`src/rtl/bf16_accum_pkg.sv`:
```
package bf16_accum_pkg;

  localparam int WORD_W = 16;
  localparam int BYTE_W = 8;
  localparam int EXP_W  = 8;
  localparam int FRAC_W = 7;
  localparam int MANT_W = FRAC_W + 2;  // hidden bit + fraction + guard bit

  localparam logic [WORD_W-1:0] START_CODE = 16'hA000;
  localparam logic [WORD_W-1:0] STOP_CODE  = 16'hFFFE;

  typedef struct packed {
    logic biasEn;   // current word is the bias
    logic dataEn;   // current word is a data value
    logic first;    // data value opens a group
    logic last;     // data value closes a group
  } ctlStrobe_t;

  // Truncating add: exponent alignment, one guard bit, zero flush.
  function automatic logic [WORD_W-1:0] bfAdd(input logic [WORD_W-1:0] a,
                                              input logic [WORD_W-1:0] b);
    logic              aZero, bZero, swap;
    logic [WORD_W-1:0] big, sml, res;
    logic [EXP_W-1:0]  eBig, eDiff;
    logic [MANT_W-1:0] mBig, mSml, mDiff, mNorm;
    logic [MANT_W:0]   mSum;
    logic [3:0]        lz;
    aZero = (a[14:7] == '0);
    bZero = (b[14:7] == '0);
    res   = '0;
    lz    = '0;
    swap  = (b[14:0] > a[14:0]);
    big   = swap ? b : a;
    sml   = swap ? a : b;
    eBig  = big[14:7];
    eDiff = big[14:7] - sml[14:7];
    mBig  = {1'b1, big[6:0], 1'b0};
    mSml  = {1'b1, sml[6:0], 1'b0} >> eDiff;
    mSum  = {1'b0, mBig} + {1'b0, mSml};
    mDiff = mBig - mSml;
    for (int i = 0; i < MANT_W; i++) begin
      if (mDiff[i]) lz = 4'(MANT_W - 1 - i);
    end
    mNorm = mDiff << lz;
    if (aZero && bZero) res = {a[15] & b[15], 15'd0};
    else if (aZero) res = b;
    else if (bZero) res = a;
    else if (big[15] == sml[15]) begin
      if (mSum[MANT_W]) res = {big[15], eBig + 8'd1, mSum[MANT_W-1:2]};
      else              res = {big[15], eBig, mSum[MANT_W-2:1]};
    end else begin
      if (mDiff == '0)              res = '0;
      else if (eBig <= {4'd0, lz})  res = {big[15], 15'd0};
      else                          res = {big[15], eBig - {4'd0, lz}, mNorm[MANT_W-2:1]};
    end
    return res;
  endfunction

endpackage

```
`src/rtl/bf16_accum_ctrl.sv`:
```
module bf16_accum_ctrl
  import bf16_accum_pkg::*;
#(
  parameter int SIZE_W = 4
) (
  input  logic              clk,
  input  logic              rstN,
  input  logic [WORD_W-1:0] inWord,
  output ctlStrobe_t        ctl
);

  typedef enum logic [1:0] {S_IDLE, S_SIZE, S_BIAS, S_RUN} ctlState_t;

  ctlState_t         state;
  logic [SIZE_W-1:0] sizeM1;
  logic [SIZE_W-1:0] cnt;
  ctlStrobe_t        ctlNext;
  logic              isStop;

  assign isStop = (inWord == STOP_CODE);

  always_comb begin
    ctlNext = '0;
    case (state)
      S_BIAS: ctlNext.biasEn = 1'b1;
      S_RUN: begin
        if (!isStop) begin
          ctlNext.dataEn = 1'b1;
          ctlNext.first  = (cnt == '0);
          ctlNext.last   = (cnt == sizeM1);
        end
      end
      default: ;
    endcase
  end

  always_ff @(posedge clk) begin
    if (!rstN) begin
      state  <= S_IDLE;
      sizeM1 <= SIZE_W'(1);
      cnt    <= '0;
      ctl    <= '0;
    end else begin
      ctl <= ctlNext;
      case (state)
        S_IDLE: if (inWord == START_CODE) state <= S_SIZE;
        S_SIZE: begin
          sizeM1 <= (inWord[SIZE_W-1:0] == '0) ? SIZE_W'(1) : inWord[SIZE_W-1:0];
          cnt    <= '0;
          state  <= S_BIAS;
        end
        S_BIAS: state <= S_RUN;
        S_RUN: begin
          if (isStop) begin
            state <= S_IDLE;
            cnt   <= '0;
          end else begin
            cnt <= ctlNext.last ? '0 : cnt + SIZE_W'(1);
          end
        end
        default: state <= S_IDLE;
      endcase
    end
  end

  // the effective group is never a single value
  a_r11_size_min_two: assert property (@(posedge clk) disable iff (!rstN)
    (state == S_RUN) |-> (sizeM1 != '0));

  // idle words never reach the datapath as data
  a_r12_idle_no_data: assert property (@(posedge clk) disable iff (!rstN)
    (state == S_IDLE) |=> !ctl.dataEn);

  // the stop word yields no data strobe and leaves the run state
  a_r10_stop_exits: assert property (@(posedge clk) disable iff (!rstN)
    (state == S_RUN && isStop) |=> (state == S_IDLE && !ctl.dataEn));

endmodule

```
`src/rtl/bf16_accum_dp.sv`:
```
module bf16_accum_dp
  import bf16_accum_pkg::*;
(
  input  logic              clk,
  input  logic              rstN,
  input  logic [WORD_W-1:0] inWord,
  input  ctlStrobe_t        ctl,
  output logic [BYTE_W-1:0] outByte,
  output logic              outValid
);

  logic [WORD_W-1:0] inReg, accReg, biasReg, sumReg, resReg, sumIn, biased;
  logic [BYTE_W-1:0] hiByte;
  logic              sumValid, resValid, hiPend;

  assign sumIn  = bfAdd(ctl.first ? '0 : accReg, inReg);
  assign biased = bfAdd(sumReg, biasReg);

  always_ff @(posedge clk) begin
    if (!rstN) begin
      inReg    <= '0;
      accReg   <= '0;
      biasReg  <= '0;
      sumReg   <= '0;
      sumValid <= 1'b0;
      resReg   <= '0;
      resValid <= 1'b0;
      outByte  <= '0;
      hiByte   <= '0;
      hiPend   <= 1'b0;
      outValid <= 1'b0;
    end else begin
      inReg <= inWord;
      // stage 1: group accumulation
      if (ctl.biasEn) biasReg <= inReg;
      if (ctl.dataEn) accReg <= sumIn;
      if (ctl.dataEn && ctl.last) sumReg <= sumIn;
      sumValid <= ctl.dataEn && ctl.last;
      // stage 2: bias and ReLU
      resValid <= sumValid;
      if (sumValid) resReg <= biased[WORD_W-1] ? '0 : biased;
      // stage 3: byte serialiser, low half first
      if (resValid) begin
        outByte  <= resReg[BYTE_W-1:0];
        hiByte   <= resReg[WORD_W-1:BYTE_W];
        hiPend   <= 1'b1;
        outValid <= 1'b1;
      end else if (hiPend) begin
        outByte  <= hiByte;
        hiPend   <= 1'b0;
        outValid <= 1'b1;
      end else begin
        outByte  <= '0;
        outValid <= 1'b0;
      end
    end
  end

  // ReLU output is never negative
  a_r4_relu_nonneg: assert property (@(posedge clk) disable iff (!rstN)
    resValid |-> !resReg[WORD_W-1]);

  // a low byte is always followed by its high byte
  a_r7_byte_pair: assert property (@(posedge clk) disable iff (!rstN)
    $rose(outValid) |=> outValid);

  // a new result never lands while a high byte is pending
  a_r7_no_clash: assert property (@(posedge clk) disable iff (!rstN)
    hiPend |-> !resValid);

  // group close to first output byte is a fixed distance
  a_r8_latency: assert property (@(posedge clk) disable iff (!rstN)
    (ctl.dataEn && ctl.last) |=> ##2 outValid);

  // a quiet output cycle carries a zero byte
  a_r9_quiet_zero: assert property (@(posedge clk) disable iff (!rstN)
    !outValid |-> (outByte == '0));

endmodule

```
`src/rtl/bf16_accum.sv`:
```
module bf16_accum
  import bf16_accum_pkg::*;
#(
  parameter int SIZE_W = 4
) (
  input  logic        clk,
  input  logic        rstN,
  input  logic [15:0] inWord,
  output logic [7:0]  outByte,
  output logic        outValid
);

  ctlStrobe_t ctl;

  bf16_accum_ctrl #(.SIZE_W(SIZE_W)) i_ctrl (
    .clk    (clk),
    .rstN   (rstN),
    .inWord (inWord),
    .ctl    (ctl)
  );

  bf16_accum_dp i_dp (
    .clk      (clk),
    .rstN     (rstN),
    .inWord   (inWord),
    .ctl      (ctl),
    .outByte  (outByte),
    .outValid (outValid)
  );

endmodule

```
`config.mk`:
```
export PLATFORM = sky130hd
export DESIGN_NAME = bf16_accum
export DESIGN_NICKNAME = d
export VERILOG_FILES = /design/src/rtl/bf16_accum_pkg.sv /design/src/rtl/bf16_accum_ctrl.sv /design/src/rtl/bf16_accum_dp.sv /design/src/rtl/bf16_accum.sv
export SDC_FILE = /design/constraint.sdc
export NUM_CORES = 1
export LEC_CHECK = 0
export ABC_CLOCK_PERIOD_IN_PS = 10050
export BUFFER_PORTS_ARGS = -buffer_cell sky130_fd_sc_hd__clkbuf_2
export CAP_MARGIN = 20
export CORE_MARGIN = 1
export CORE_UTILIZATION = 40
export CTS_BUF_LIST = sky130_fd_sc_hd__clkbuf_4
export CTS_CLUSTER_SIZE = 25
export DETAILED_ROUTE_END_ITERATION = 12
export GPL_TIMING_DRIVEN = 0
export HOLD_SLACK_MARGIN = 0.03
export PLACE_DENSITY = 0.6
export SLEW_MARGIN = 15
export SYNTH_ARGS = -nofsm -noshare
export SYNTH_HDL_FRONTEND = slang
export SYNTH_SLANG_ARGS = --single-unit
```
`constraint.sdc`:
```
create_clock -name clk -period 10.05 [get_ports clk]
set_input_delay 1.5075 -clock clk [delete_from_list [all_inputs] [get_ports clk]]
set_output_delay 1.5075 -clock clk [all_outputs]
set_load 0.005 [all_outputs]
```
### Word level (Yosys, flattened, before mapping)

Cells that the tools add are included.

* bits in registers: 114
* input port bits: 18
* output and inout bits: 9
* logic and storage cells: 120

* bitwise logic cells: 4
* order comparisons: 4
* muxes and demuxes: 53
* reductions and logical operators: 16
* equal/unequal tests: 10
* shift operators: 4
* $add $sub $neg: 11

Operators by type and width (number)
* 2-to-1 mux 16 bit: 15
* 2-to-1 mux 4 bit: 21
* 2-to-1 mux 15 bit: 5
* == test 16 bit, second input constant: 2
* zero test 8 bit: 4
* > comparator 15 bit: 2
* adder 9 x 9 -> 10 bit: 2
* zero test 9 bit: 2
* left shift 9 x 4 -> 8 bit: 2
* >> shifter 9 x 8 -> 9 bit: 2
* subtractor 9 bit: 2
* adder 8 x 1 -> 8 bit, second input constant: 2
* less-or-equal comparator 8 x 4 -> 1 bit: 2
* 2-to-1 mux 8 bit: 2
* subtractor 8 x 4 -> 8 bit: 2
* subtractor 8 bit: 2
* zero test 4 bit: 2
* case mux 2 bit (4 select lines): 1
* case mux 4 bit (2 select lines): 1
* 2-to-1 mux 1 bit: 5
* adder 4 x 1 -> 4 bit, second input constant: 1
* == test 2 bit, second input constant: 2
* == test 4 bit: 1
* 2-to-1 mux 2 bit: 2
* other kinds (11): 18

### Logic depth before layout (Yosys ltp)

Gate-level depths: netlist (run 1).

* depth in word-level cells: 22
* mapped depth: 51
* depth with buffers taken out: 44

### By module

A second synthesis (run 1) with hierarchy kept.

* cell total of the unflattened synthesis: 1483
* area, all modules: 11347.1 µm²

Modules (own cells, without submodules)
* bf16_accum_dp: seq. area each 1961.9 µm², instances 1, area an instance 10580.1 µm², cells each 1407
* bf16_accum_ctrl: seq. area each 280.3 µm², instances 1, area an instance 767.0 µm², cells each 76

### Worst setup path after synthesis (run 1)

No wires, ideal clock.

* path kind: register to register
* start point: reg i_ctrl.ctl[1] (netlist name)
* end point: reg i_dp.accReg[5]
* required time: 9.976 ns
* clock period less this slack: 9.497 ns
* library setup time: 0.074 ns
* buffers on the path: 6
* setup slack: 0.553 ns
* cell stages (with the launch flop): 47
* arrival time: 9.423 ns
* path through: dfxtp_1 -> inv_1 -> clkbuf_1 -> nand2_1 -> ha_1 -> buf_2 -> nand4_1 -> nor2_1 -> o221ai_2 -> and3_1 -> nor2_1 -> clkbuf_1 -> clkbuf_1 -> clkbuf_1 -> clkbuf_1 -> a21oi_1 -> ha_1 -> a21o_1 -> [... 11 more ...] -> a21o_1 -> a21o_1 -> xor2_1 -> nand2_1 -> a31oi_1 -> and2_1 -> clkinv_1 -> ha_1 -> nor2b_1 -> o21ai_0 -> nand2b_1 -> nand2_1 -> a31oi_1 -> o41a_1 -> nand2_1 -> a2111oi_0 -> a31oi_1 -> a31oi_1

* longest elaborated chain between the ends: 22
* elaborated cells on any way between the ends: 30
* classes of those cells: add/sub: 3; order compare: 2; eq/ne: 1; shift: 2; mux: 19; reduce/logical: 3

Ends and longest elaborated chain
* 2-to-1 mux 16 bit *: RTL line bf16_accum_dp.sv:16 `assign sumIn = bfAdd(ctl.first ? '0 : accReg, inReg);`
* > comparator 15 bit: RTL line bf16_accum_pkg.sv:32 `swap = (b[14:0] > a[14:0]);`
* 2-to-1 mux 16 bit, on equally long branches: RTL line bf16_accum_pkg.sv:33, bf16_accum_pkg.sv:34
* subtractor 8 bit: RTL line bf16_accum_pkg.sv:36 `eDiff = big[14:7] - sml[14:7];`
* >> shifter 9 x 8 -> 9 bit: RTL line bf16_accum_pkg.sv:38 `mSml = {1'b1, sml[6:0], 1'b0} >> eDiff;`
* subtractor 9 bit: RTL line bf16_accum_pkg.sv:40 `mDiff = mBig - mSml;`
* 2-to-1 mux 4 bit (9 in series): RTL line bf16_accum_pkg.sv:42 `if (mDiff[i]) lz = 4'(MANT_W - 1 - i);`
* less-or-equal comparator 8 x 4 -> 1 bit / left shift 9 x 4 -> 8 bit (equally long branches): RTL line bf16_accum_pkg.sv:53, bf16_accum_pkg.sv:44
* 2-to-1 mux 15 bit: RTL line bf16_accum_pkg.sv:53 `else if (eBig <= {4'd0, lz}) res = {big[15], 15'd0};`
* 2-to-1 mux 16 bit: RTL line bf16_accum_pkg.sv:52 `if (mDiff == '0) res = '0;`
* 2-to-1 mux 16 bit: RTL line bf16_accum_pkg.sv:48 `else if (big[15] == sml[15]) begin`
* 2-to-1 mux 16 bit: RTL line bf16_accum_pkg.sv:47 `else if (bZero) res = a;`
* 2-to-1 mux 16 bit: RTL line bf16_accum_pkg.sv:46 `else if (aZero) res = b;`
* 2-to-1 mux 16 bit *: RTL line bf16_accum_pkg.sv:45 `if (aZero && bZero) res = {a[15] & b[15], 15'd0};`
* end signal: assignment: RTL line bf16_accum_dp.sv:36 `if (ctl.dataEn) accReg <= sumIn;`
* end: declaration: RTL line bf16_accum_dp.sv:12 `logic [WORD_W-1:0] inReg, accReg, biasReg, sumReg, resReg, sumIn, biased;`

Every way passes the cells marked *; elsewhere a longest branch is shown, timed or not.
A chain may end at the register's enable or synchronous reset.

### Final worst setup path (run 1)

* start point: reg i_ctrl.ctl[1] (netlist name)
* end point: reg i_dp.accReg[6]

* longest elaborated chain between the ends: 22
* elaborated cells on any way between the ends: 30
* classes of those cells: add/sub: 3; order compare: 2; eq/ne: 1; shift: 2; mux: 19; reduce/logical: 3

Ends and longest elaborated chain (RTL line)
* 2-to-1 mux 16 bit *: bf16_accum_dp.sv:16
* > comparator 15 bit: bf16_accum_pkg.sv:32
* 2-to-1 mux 16 bit, on equally long branches: bf16_accum_pkg.sv:33, bf16_accum_pkg.sv:34
* subtractor 8 bit: bf16_accum_pkg.sv:36
* >> shifter 9 x 8 -> 9 bit: bf16_accum_pkg.sv:38
* subtractor 9 bit: bf16_accum_pkg.sv:40
* 2-to-1 mux 4 bit (9 in series): bf16_accum_pkg.sv:42
* less-or-equal comparator 8 x 4 -> 1 bit / left shift 9 x 4 -> 8 bit (equally long branches): bf16_accum_pkg.sv:53, bf16_accum_pkg.sv:44
* 2-to-1 mux 15 bit: bf16_accum_pkg.sv:53
* 2-to-1 mux 16 bit: bf16_accum_pkg.sv:52
* 2-to-1 mux 16 bit: bf16_accum_pkg.sv:48
* 2-to-1 mux 16 bit: bf16_accum_pkg.sv:47
* 2-to-1 mux 16 bit: bf16_accum_pkg.sv:46
* 2-to-1 mux 16 bit *: bf16_accum_pkg.sv:45

Marked as above.

==> summary by stage, run 1 <==
STA
The final critical path takes up 94.1% of the cycle. Counting I/O delays and the setup requirement, the final critical path takes 9.46 ns. The final max-slew violation count is 0. The headroom to the max-slew limit is about two fifths. For this run, the top clock speed supported by timing is 0.106 GHz.

The worst hold slack is 0.469 ns. The actual transition at the worst max-transition pin is roughly 0.9 ns. The final clock skew is 0.0178 ns. The sum of negative setup slack is 0 ns.

The final-report hold violation count was 0. The number of failing setup endpoints in the final timing report is 0. The smallest setup slack after layout is 0.591 ns.

Setup repair after global routing left no endpoint under its margin.

Power
The maximum ir drop on the vdd rail is 0.000105 V. In this run switching power makes up 40.1% of total power. Combinational cells account for between 40% and 50% of the total power. In this run the power density over the cells is approximately 100 nW/um^2. The relative contribution of sequential cells to total power is 38.8%.

The internal power of the cells totals ~0.72 mW. The part of the power in the clock network is 17.2%. Summed over all nets, the switching power comes to 0.481 mW.

The total power is 1.20 mW. The analysis attributes to cell leakage a power of roughly 4.7 nW.

Worst setup path
The top fanout value on the critical path is 28. At the worst endpoint, the required time is ~10 ns. The largest individual stage delay along the critical path comes from the cell mux4_2. The cell family contributing the most delay on the critical path is compound AO/OA/AOI/OAI gates. The type of the worst setup path is reg -> reg. The signal arrival time at the worst endpoint is 9.82 ns. In this run the critical register-to-register path is launched from i_ctrl.ctl[1]. The worst setup path is captured at a flip-flop. The endpoint identified for the worst register-to-register timing path is i_dp.accReg[6]. The highest cell delay on the worst timing path is 0.55 ns. In this run the register-to-register setup slack is 0.59 ns. The number of cells on the worst reg-to-reg path is 45.

Counting both buffers and inverters, the worst setup path holds a total of 7. The kind of launch point of the worst setup path is a flip-flop.

Clock network
The clock latency on the worst-skew pair is roughly 0.48 ns. The H-tree depth reported by CTS is 3. Hold repair after CTS inserted 0 buffers. The TritonCTS clock tree is yes.

The clock root buffer is clkbuf_4. The clock transition at the register clock pins on the worst setup and hold paths after CTS is 0.16 ns. The number of sinks driven by the clock tree is 112. Counting along the longest clock path gives a buffer depth of 2. The number of clock buffers inserted by TritonCTS is 9.

Routing
The count of nets left with antenna violations once routing finished came out at 0. The DRC violation count after routing is 0. The first detailed-routing pass took 5 iterations. The final route contains 11200 vias.

Summed over all layers, the routed wires come to 35100 um. The count of routing violations after the opening detailed-route iteration is 1107. The average wire per standard cell is 18.8 um.

The average vias per placed instance is 5.97.

Global routing
The number of antenna violations at the first check in global routing came to 0. Entering global routing, the biggest net connects 20 pins. Global routing consumed, over all layers together, around a quarter of the routing resources. The number of global-route vias before repair is 10200. After global routing the overflow that remains totals 0.

The first global-routing pass estimated 56300 um of wire.

Placement
Once detailed placement completed, the half-perimeter wirelength came to 28300 um. In this run the cell area measured after placement is about 12000 sq um. The congestion estimate from routability-driven global placement came to 0.952. Buffers placed on the I/O ports in this run total 25.

The worst-case setup slack after placement is -2.16 ns.

Worst hold path
The type of the most critical hold path is reg -> reg. The endpoint of the worst hold-timing path is i_dp.resReg[11]. The worst hold path passes through 2 cells.

The startpoint identified for the worst hold timing path is i_dp.resReg[11].

Layout
The net count of the finished layout is 1629. The share of layout cells above drive strength 1 is 10.1%. The antenna cell count is 0.

The area of all placed cells without fillers is 12000 sq um. The layout overhead on the synthesized area is 8.67%.

Floorplan
The floorplan step defined a die boundary enclosing around 28000 sq um. Row generation in the floorplan step produced 60 rows. After floorplanning, the core was sized to cover 27000 sq um. The die boundary width is around 170 um. Once the floorplan was initialized, standard cells occupied a little over 40% of the core.

The die height is between 150 and 200 um. During I/O placement, the number of pins put on the boundary was 27.

Yosys
Yosys printed 0 warnings. The number of nets handed over by synthesis was 1584. The post-synthesis average cell area is approximately 7.5 sq um.

After synthesis, the cell types taking the most area are dfxtp_1 (20%), ha_1 (9.2%), a21oi_1 (5.2%). The count of distinct cell types in the synthesized netlist is 97. The share of async-settable or async-resettable flops after synthesis is 0%.

The number of flip-flops and latches in the synthesized netlist is 112. The area of the mapped netlist is ~11000 sq um. The predominant post-synthesis flop cell is dfxtp_1. Of all cell types, the one taking the most synthesized area is dfxtp_1. The number of enable flip-flop cells after synthesis is 0. Summed over its instances, the top area cell type makes up 20.3% of the synthesized netlist area. The synthesized netlist cell count is 1479. Sequential elements use 20.3% of the synthesized area.

Job
Max-cap violations in this run came to 0.

Run status
The flow ran to the end, and the final reports show no timing, DRC or antenna violations.
## placed cells by master (no fill, tap or decap), types with 8 or more instances in the layout
| cell | count |
|---|---|
| a211oi_1 | 27 |
| a21o_1 | 14 |
| a21oi_1 | 111 |
| a221oi_1 | 11 |
| a22oi_1 | 17 |
| a31oi_1 | 16 |
| and2_1 | 33 |
| and3_1 | 12 |
| buf_2 | 8 |
| buf_4 | 14 |
| clkbuf_1 | 50 |
| clkbuf_2 | 25 |
| clkbuf_4 | 11 |
| dfxtp_1 | 111 |
| ha_1 | 79 |
| inv_1 | 84 |
| mux2_2 | 10 |
| mux2i_1 | 56 |
| nand2_1 | 139 |
| nand2b_1 | 25 |
| nand3_1 | 35 |
| nand4_1 | 24 |
| nor2_1 | 149 |
| nor2b_1 | 18 |
| nor3_1 | 18 |
| nor4_1 | 16 |
| o211ai_1 | 14 |
| o21a_1 | 10 |
| o21ai_0 | 111 |
| o21ai_1 | 10 |
| o221ai_1 | 8 |
| o22ai_1 | 13 |
| o31ai_1 | 11 |
| or2_2 | 8 |
| or3_1 | 9 |
| xnor2_1 | 37 |
| xor2_1 | 19 |
## registers in the layout (all words and copies together) (netlist names)
register	cells
i_ctrl.state	2
i_dp.accReg	16
i_dp.resValid	1
i_ctrl.ctl	4
i_dp.hiPend	1
i_dp.sumReg	16
i_dp.hiByte	7
i_dp.biasReg	16
i_dp.sumValid	1
i_ctrl.cnt	4
i_dp.outByte	8
i_dp.resReg	15
i_dp.inReg	16
i_ctrl.sizeM1	4
i_dp.outValid	1
## worst reg2reg max path: cells and delay by family, from the launching register on
kind | cells | cell delay, ns
buf+inv | 7 | 1.15
simple gates | 14 | 2.40
compound gates | 17 | 2.82
xor+xnor | 1 | 0.17
fa+ha+maj | 4 | 1.51
flops | 1 | 0.42
mux | 2 | 0.87
## cell type report
type,count,area [sq um]
Inverter,86,324
Multi-Input combinational cell,1206,8310
Clock inverter,6,55.1
Clock buffer,9,67.6
Sequential cell,112,2240
Buffer,71,335
Fill cell,2805,15000
Tap cell,341,427
Timing Repair Buffer,38,223
## per-stage QoR
step                util [%]  cells
floorplan                  -   1479
global placement        42.8   1845
detailed placement      42.8   1845
CTS                     43.8   1863
global route            44.3   1869
finish                  44.3   1869
## cells in the mapped netlist (all sizes together), types with 35 or more instances
cell type,instances
a21oi,117
and2,35
clkbuf,57
dfxtp,112
ha,81
inv,84
mux2i,57
nand2,142
nand3,35
nor2,154
o21ai,123
xnor2,38
## power groups by stage
stage,logic [mW],registers (mW),clock network (mW)
6_report,0.528,0.465,0.206
5_1_grt,0.580,0.466,0.230
4_1_cts,0.495,0.465,0.211
3_5_place_dp,0.475,0.474,0
3_3_place_gp,0.473,0.474,0
2_1_floorplan,0.372,0.468,0
## how the worst max path moves through the flow
stage | startpoint | to | slack, ns | cells after the start
after floorplan | i_ctrl.ctl[1] | i_dp.accReg[5] | 0.55 | 46
final | i_ctrl.ctl[1] | i_dp.accReg[6] | 0.59 | 45
after detailed placement | i_ctrl.ctl[1] | i_dp.sumReg[0] | -2.16 | 46
after global routing | i_ctrl.ctl[1] | i_dp.accReg[6] | 0.01 | 46
after global placement | i_ctrl.ctl[1] | i_dp.accReg[8] | -2.09 | 46
after CTS | i_ctrl.ctl[1] | i_dp.sumReg[5] | 0.08 | 44
## layer usage
metal	wire length [um]	global-route usage [%]
met4	688	5.78
met5	0	0
met2	15200	38.8
met1	17100	36.7
met3	2100	2.84
## cell families after synthesis
group,count (synthesis),synth area share (%)
simple gates,526,23.5
compound gates,461,27.9
buf+inv,161,5.87
flops,112,20.3
fa+ha+maj,87,10.3
mux,74,7.56
xor+xnor,58,4.61
## what timing repair did
action | in CTS | in global routing
setup endpoints to repair | 32 | 36
buffers inserted | 5 | 8
pin swaps | 1 | 7
endpoints found under the hold margin | 0 | 0
gates cloned | 0 | 0
gates resized for setup | 29 | 27
No activity file was read; power rests on OpenSTA's default activity.
==> run 2: changes to the inputs <==
- PLACE_DENSITY: 0.6 -> 0.55
==> run 2 against run 1 <==
Die area stayed put. Clock skew is 0.0035 ns higher. Sequential share of layout area is 0.051 points lower. Routed wire length is 4.5% higher. Utilization is 0.12 points higher. Via count stayed put. First-iteration DRC count is 8.1% lower. Critical path type unchanged.
==> summary by stage, run 2 (synthesis results as in run 1) <==
Worst setup path
The top fanout value on the critical path is 10 (-64%). The cell with the largest stage delay on the worst path is a2111oi_4. The highest cell delay on the worst timing path is 0.57 ns (+0.02 ns). The signal arrival time at the worst endpoint is 9.76 ns (-0.06 ns). STA classifies the critical path endpoint as a flip-flop. The buffering stage count on the worst path with inverters included is 5 (-2). The required time at the worst-slack endpoint came to 10.44 ns (+0.03 ns). Grouping stages by cell kind, the critical path spends the most delay in compound AO/OA/AOI/OAI gates.

The kind of launch point of the worst setup path is a flip-flop. The critical path is of the reg -> reg type. Counting stages on the worst path, the most repeated cell is nand2_1.

STA
The final clock skew is 0.0213 ns (+0.00353 ns). The headroom to the max-slew limit was 32.6% (-8.2 points). The sum of negative setup slack is 0 ns (unchanged). The number of failing setup endpoints in the final timing report is 0 (unchanged). The share of the clock period used by the worst path after layout came to 93.3% (-0.84 points). The smallest setup slack after layout is 0.676 ns (+0.0849 ns). The final-report hold violation count is 0 (unchanged).

The worst hold slack came to 0.469 ns (+0.000445 ns). The minimum clock period after layout came to 9.37 ns (-0.0849 ns). The actual transition at the worst max-transition pin is 1.01 ns (+0.122 ns). The final max-slew violation count is 0 (unchanged). The peak clock frequency supported by timing is 0.107 GHz (+0.91%).

Clock network
The maximum root-to-sink buffer count was 2 (unchanged). The number of clock buffers inserted by TritonCTS is 9 (unchanged). The number of sinks driven by the clock tree was 112 (unchanged). The clock latency on the worst-skew pair is 0.48 ns (about the same).

The TritonCTS clock tree is yes. The H-tree depth reported by CTS was 3 (unchanged). The total of hold buffers inserted after clock tree synthesis came to 0 (unchanged). The root buffer cell chosen for the clock tree is clkbuf_4.

The clock transition at the register clock pins on the worst setup and hold paths after CTS is 0.18 ns (+0.02 ns).

Global routing
The global-route total usage across every layer is 25.9% (+0.89 points). The global-route wire length before repair is 57900 um (+2.9%). The number of antenna violations at the first check in global routing is 0 (unchanged). The most used routing layer in global routing is met2. The routing usage on met2 was 39.7% (+0.98 points). The met3 capacity usage during global routing came to 3.50% (+0.66 points).

The residual overflow from global routing is 0 (unchanged). The met1 capacity usage during global routing is 38.9% (+2.2 points). The largest net degree at the start of global routing came to 20 (unchanged). The number of global-route vias before repair is 10100 (-1.2%).

Layout
The area of all placed cells without fillers is 12000 sq um (+0.27%). The total of fill cells in the finished design is 2864 (+2.1%). The antenna cell count came to 0 (unchanged). Compared with the post-synthesis result, the final layout area differs by 8.97%. The combined area of the multi-input logic cells came to 8350 sq um (+0.59%). The combined flip-flop and latch cell area is 2240 sq um (unchanged).

Leaving out fill and tap cells, the most frequent cell in the layout is nor2_1. The post-layout net count came to 1627 (-0.12%). The share of layout cells above drive strength 1 is 10.3% (+0.20 points).

The library cells used most frequently in the layout, excluding fill and tap cells, are nor2_1 (150), nand2_1 (138), o21ai_0 (111), dfxtp_1 (111), a21oi_1 (110).

Floorplan
The die boundary width came to 168 um (unchanged). The I/O pin count is 27 (unchanged). The die height is 168 um (unchanged). The die area is 28200 sq um (unchanged).

The number of standard-cell rows in the floorplan is 60 (unchanged). The area of the core region is 27000 sq um (unchanged). The effective utilization at floorplan is 40.8% (unchanged).

Routing
The average wire per standard cell was 19.6 um (+4.6%). The number of antenna-violating nets in the routed design came to 0 (unchanged). The number of optimization iterations in the first detailed-route pass came to 5 (unchanged). The via count was 11200 (unchanged). The final wirelength is 36700 um (+4.5%).

The count of routing violations after the opening detailed-route iteration came to 1017 (-8.1%). The DRC violation count after routing is 0 (unchanged). The average vias per placed instance is 5.98 (about the same).

Placement
The placed wire-length estimate was 29400 um (+3.8%). The placed standard-cell area came to 11600 sq um (unchanged). The quantity of I/O buffers inserted on ports was 25 (unchanged). The worst-case setup slack after placement is -2.20 ns (-0.0357 ns). The placer's final routability congestion estimate was 0.915 (-3.9%).

Power
The maximum ir drop on the vdd rail was 0.0000903 V (-14%). The cell leakage power is 4.76 nW (+0.24%). The power per cell area is 101 nW/um^2 (+0.79%).

Worst hold path
The type of the most critical hold path is reg -> reg.

Run status
The run finished with clean final reports.

Job
The max-capacitance violation count is 0 (unchanged).
## run 2: changes by cell type in the layout (fill, tap and decap cells not counted), sizes merged
cell / change
buf: -3
clkbuf: +1
inv: +1
## run 2: worst paths after layout
check	startpoint	to	slack, ns	cells past startpoint
worst max register to register	i_dp.sumReg[12]	i_dp.resReg[1]	0.68	44
worst max-delay path	i_dp.sumReg[12]	i_dp.resReg[1]	0.68	44
worst min-delay path	i_dp.resReg[11]	i_dp.resReg[11]	0.47	2
worst min register to register	i_dp.resReg[11]	i_dp.resReg[11]	0.47	2
## run 2: worst register-to-register path: cells and delay by family, from the launching register on
kind / cells / cell delay (ns)
and+or+nand+nor: 14 / 2.01
buffers and inverters: 5 / 0.68
AOI/OAI and AO/OA: 20 / 4.39
DFF: 1 / 0.46
adders and majority gates: 4 / 1.43
xor gates and xnor gates: 1 / 0.31
## run 2: final cells by class
class,instances,share of cell area (%)
multi-input cells,1206,69.5
flip-flops and latches,112,18.7
well taps,341,3.55
plain buffers,72,2.76
inverters,86,2.69
repair buffers,35,1.77
clock buffers,9,0.562
clock inverters,7,0.448
## run 2: what timing repair did
action / 4_1_cts / 5_1_grt
endpoints found under the setup margin: 32 / 42
setup buffers: 6 / 4
gates resized for setup: 26 / 32
pin swaps: 1 / 2
## run 2: report_power, final
part	switching [mW]	internal, mW	total (mW)
Sequential	0.0139	0.452	0.466
Combinational	0.328	0.213	0.541
Clock	0.151	0.0543	0.206
Total	0.494	0.719	1.21
## run 2: stage by stage
step	util [%]	std cells	power (mW)
2_1_floorplan	-	1479	0.840
3_3_place_gp	42.8	1845	0.954
3_5_place_dp	42.8	1845	0.955
4_1_cts	43.8	1865	1.18
5_1_grt	44.4	1868	1.29
6_report	44.4	1868	1.21
## run 2: metal layers
metal / vias to the layer above / share of wire [%] / wire length [um]
met5: - / 0 / 0
met4: 0 / 0.72 / 264
met3: 23 / 6.3 / 2330
met2: 333 / 43 / 15800
met1: 5316 / 50 / 18300
li1: 5495 / - / -
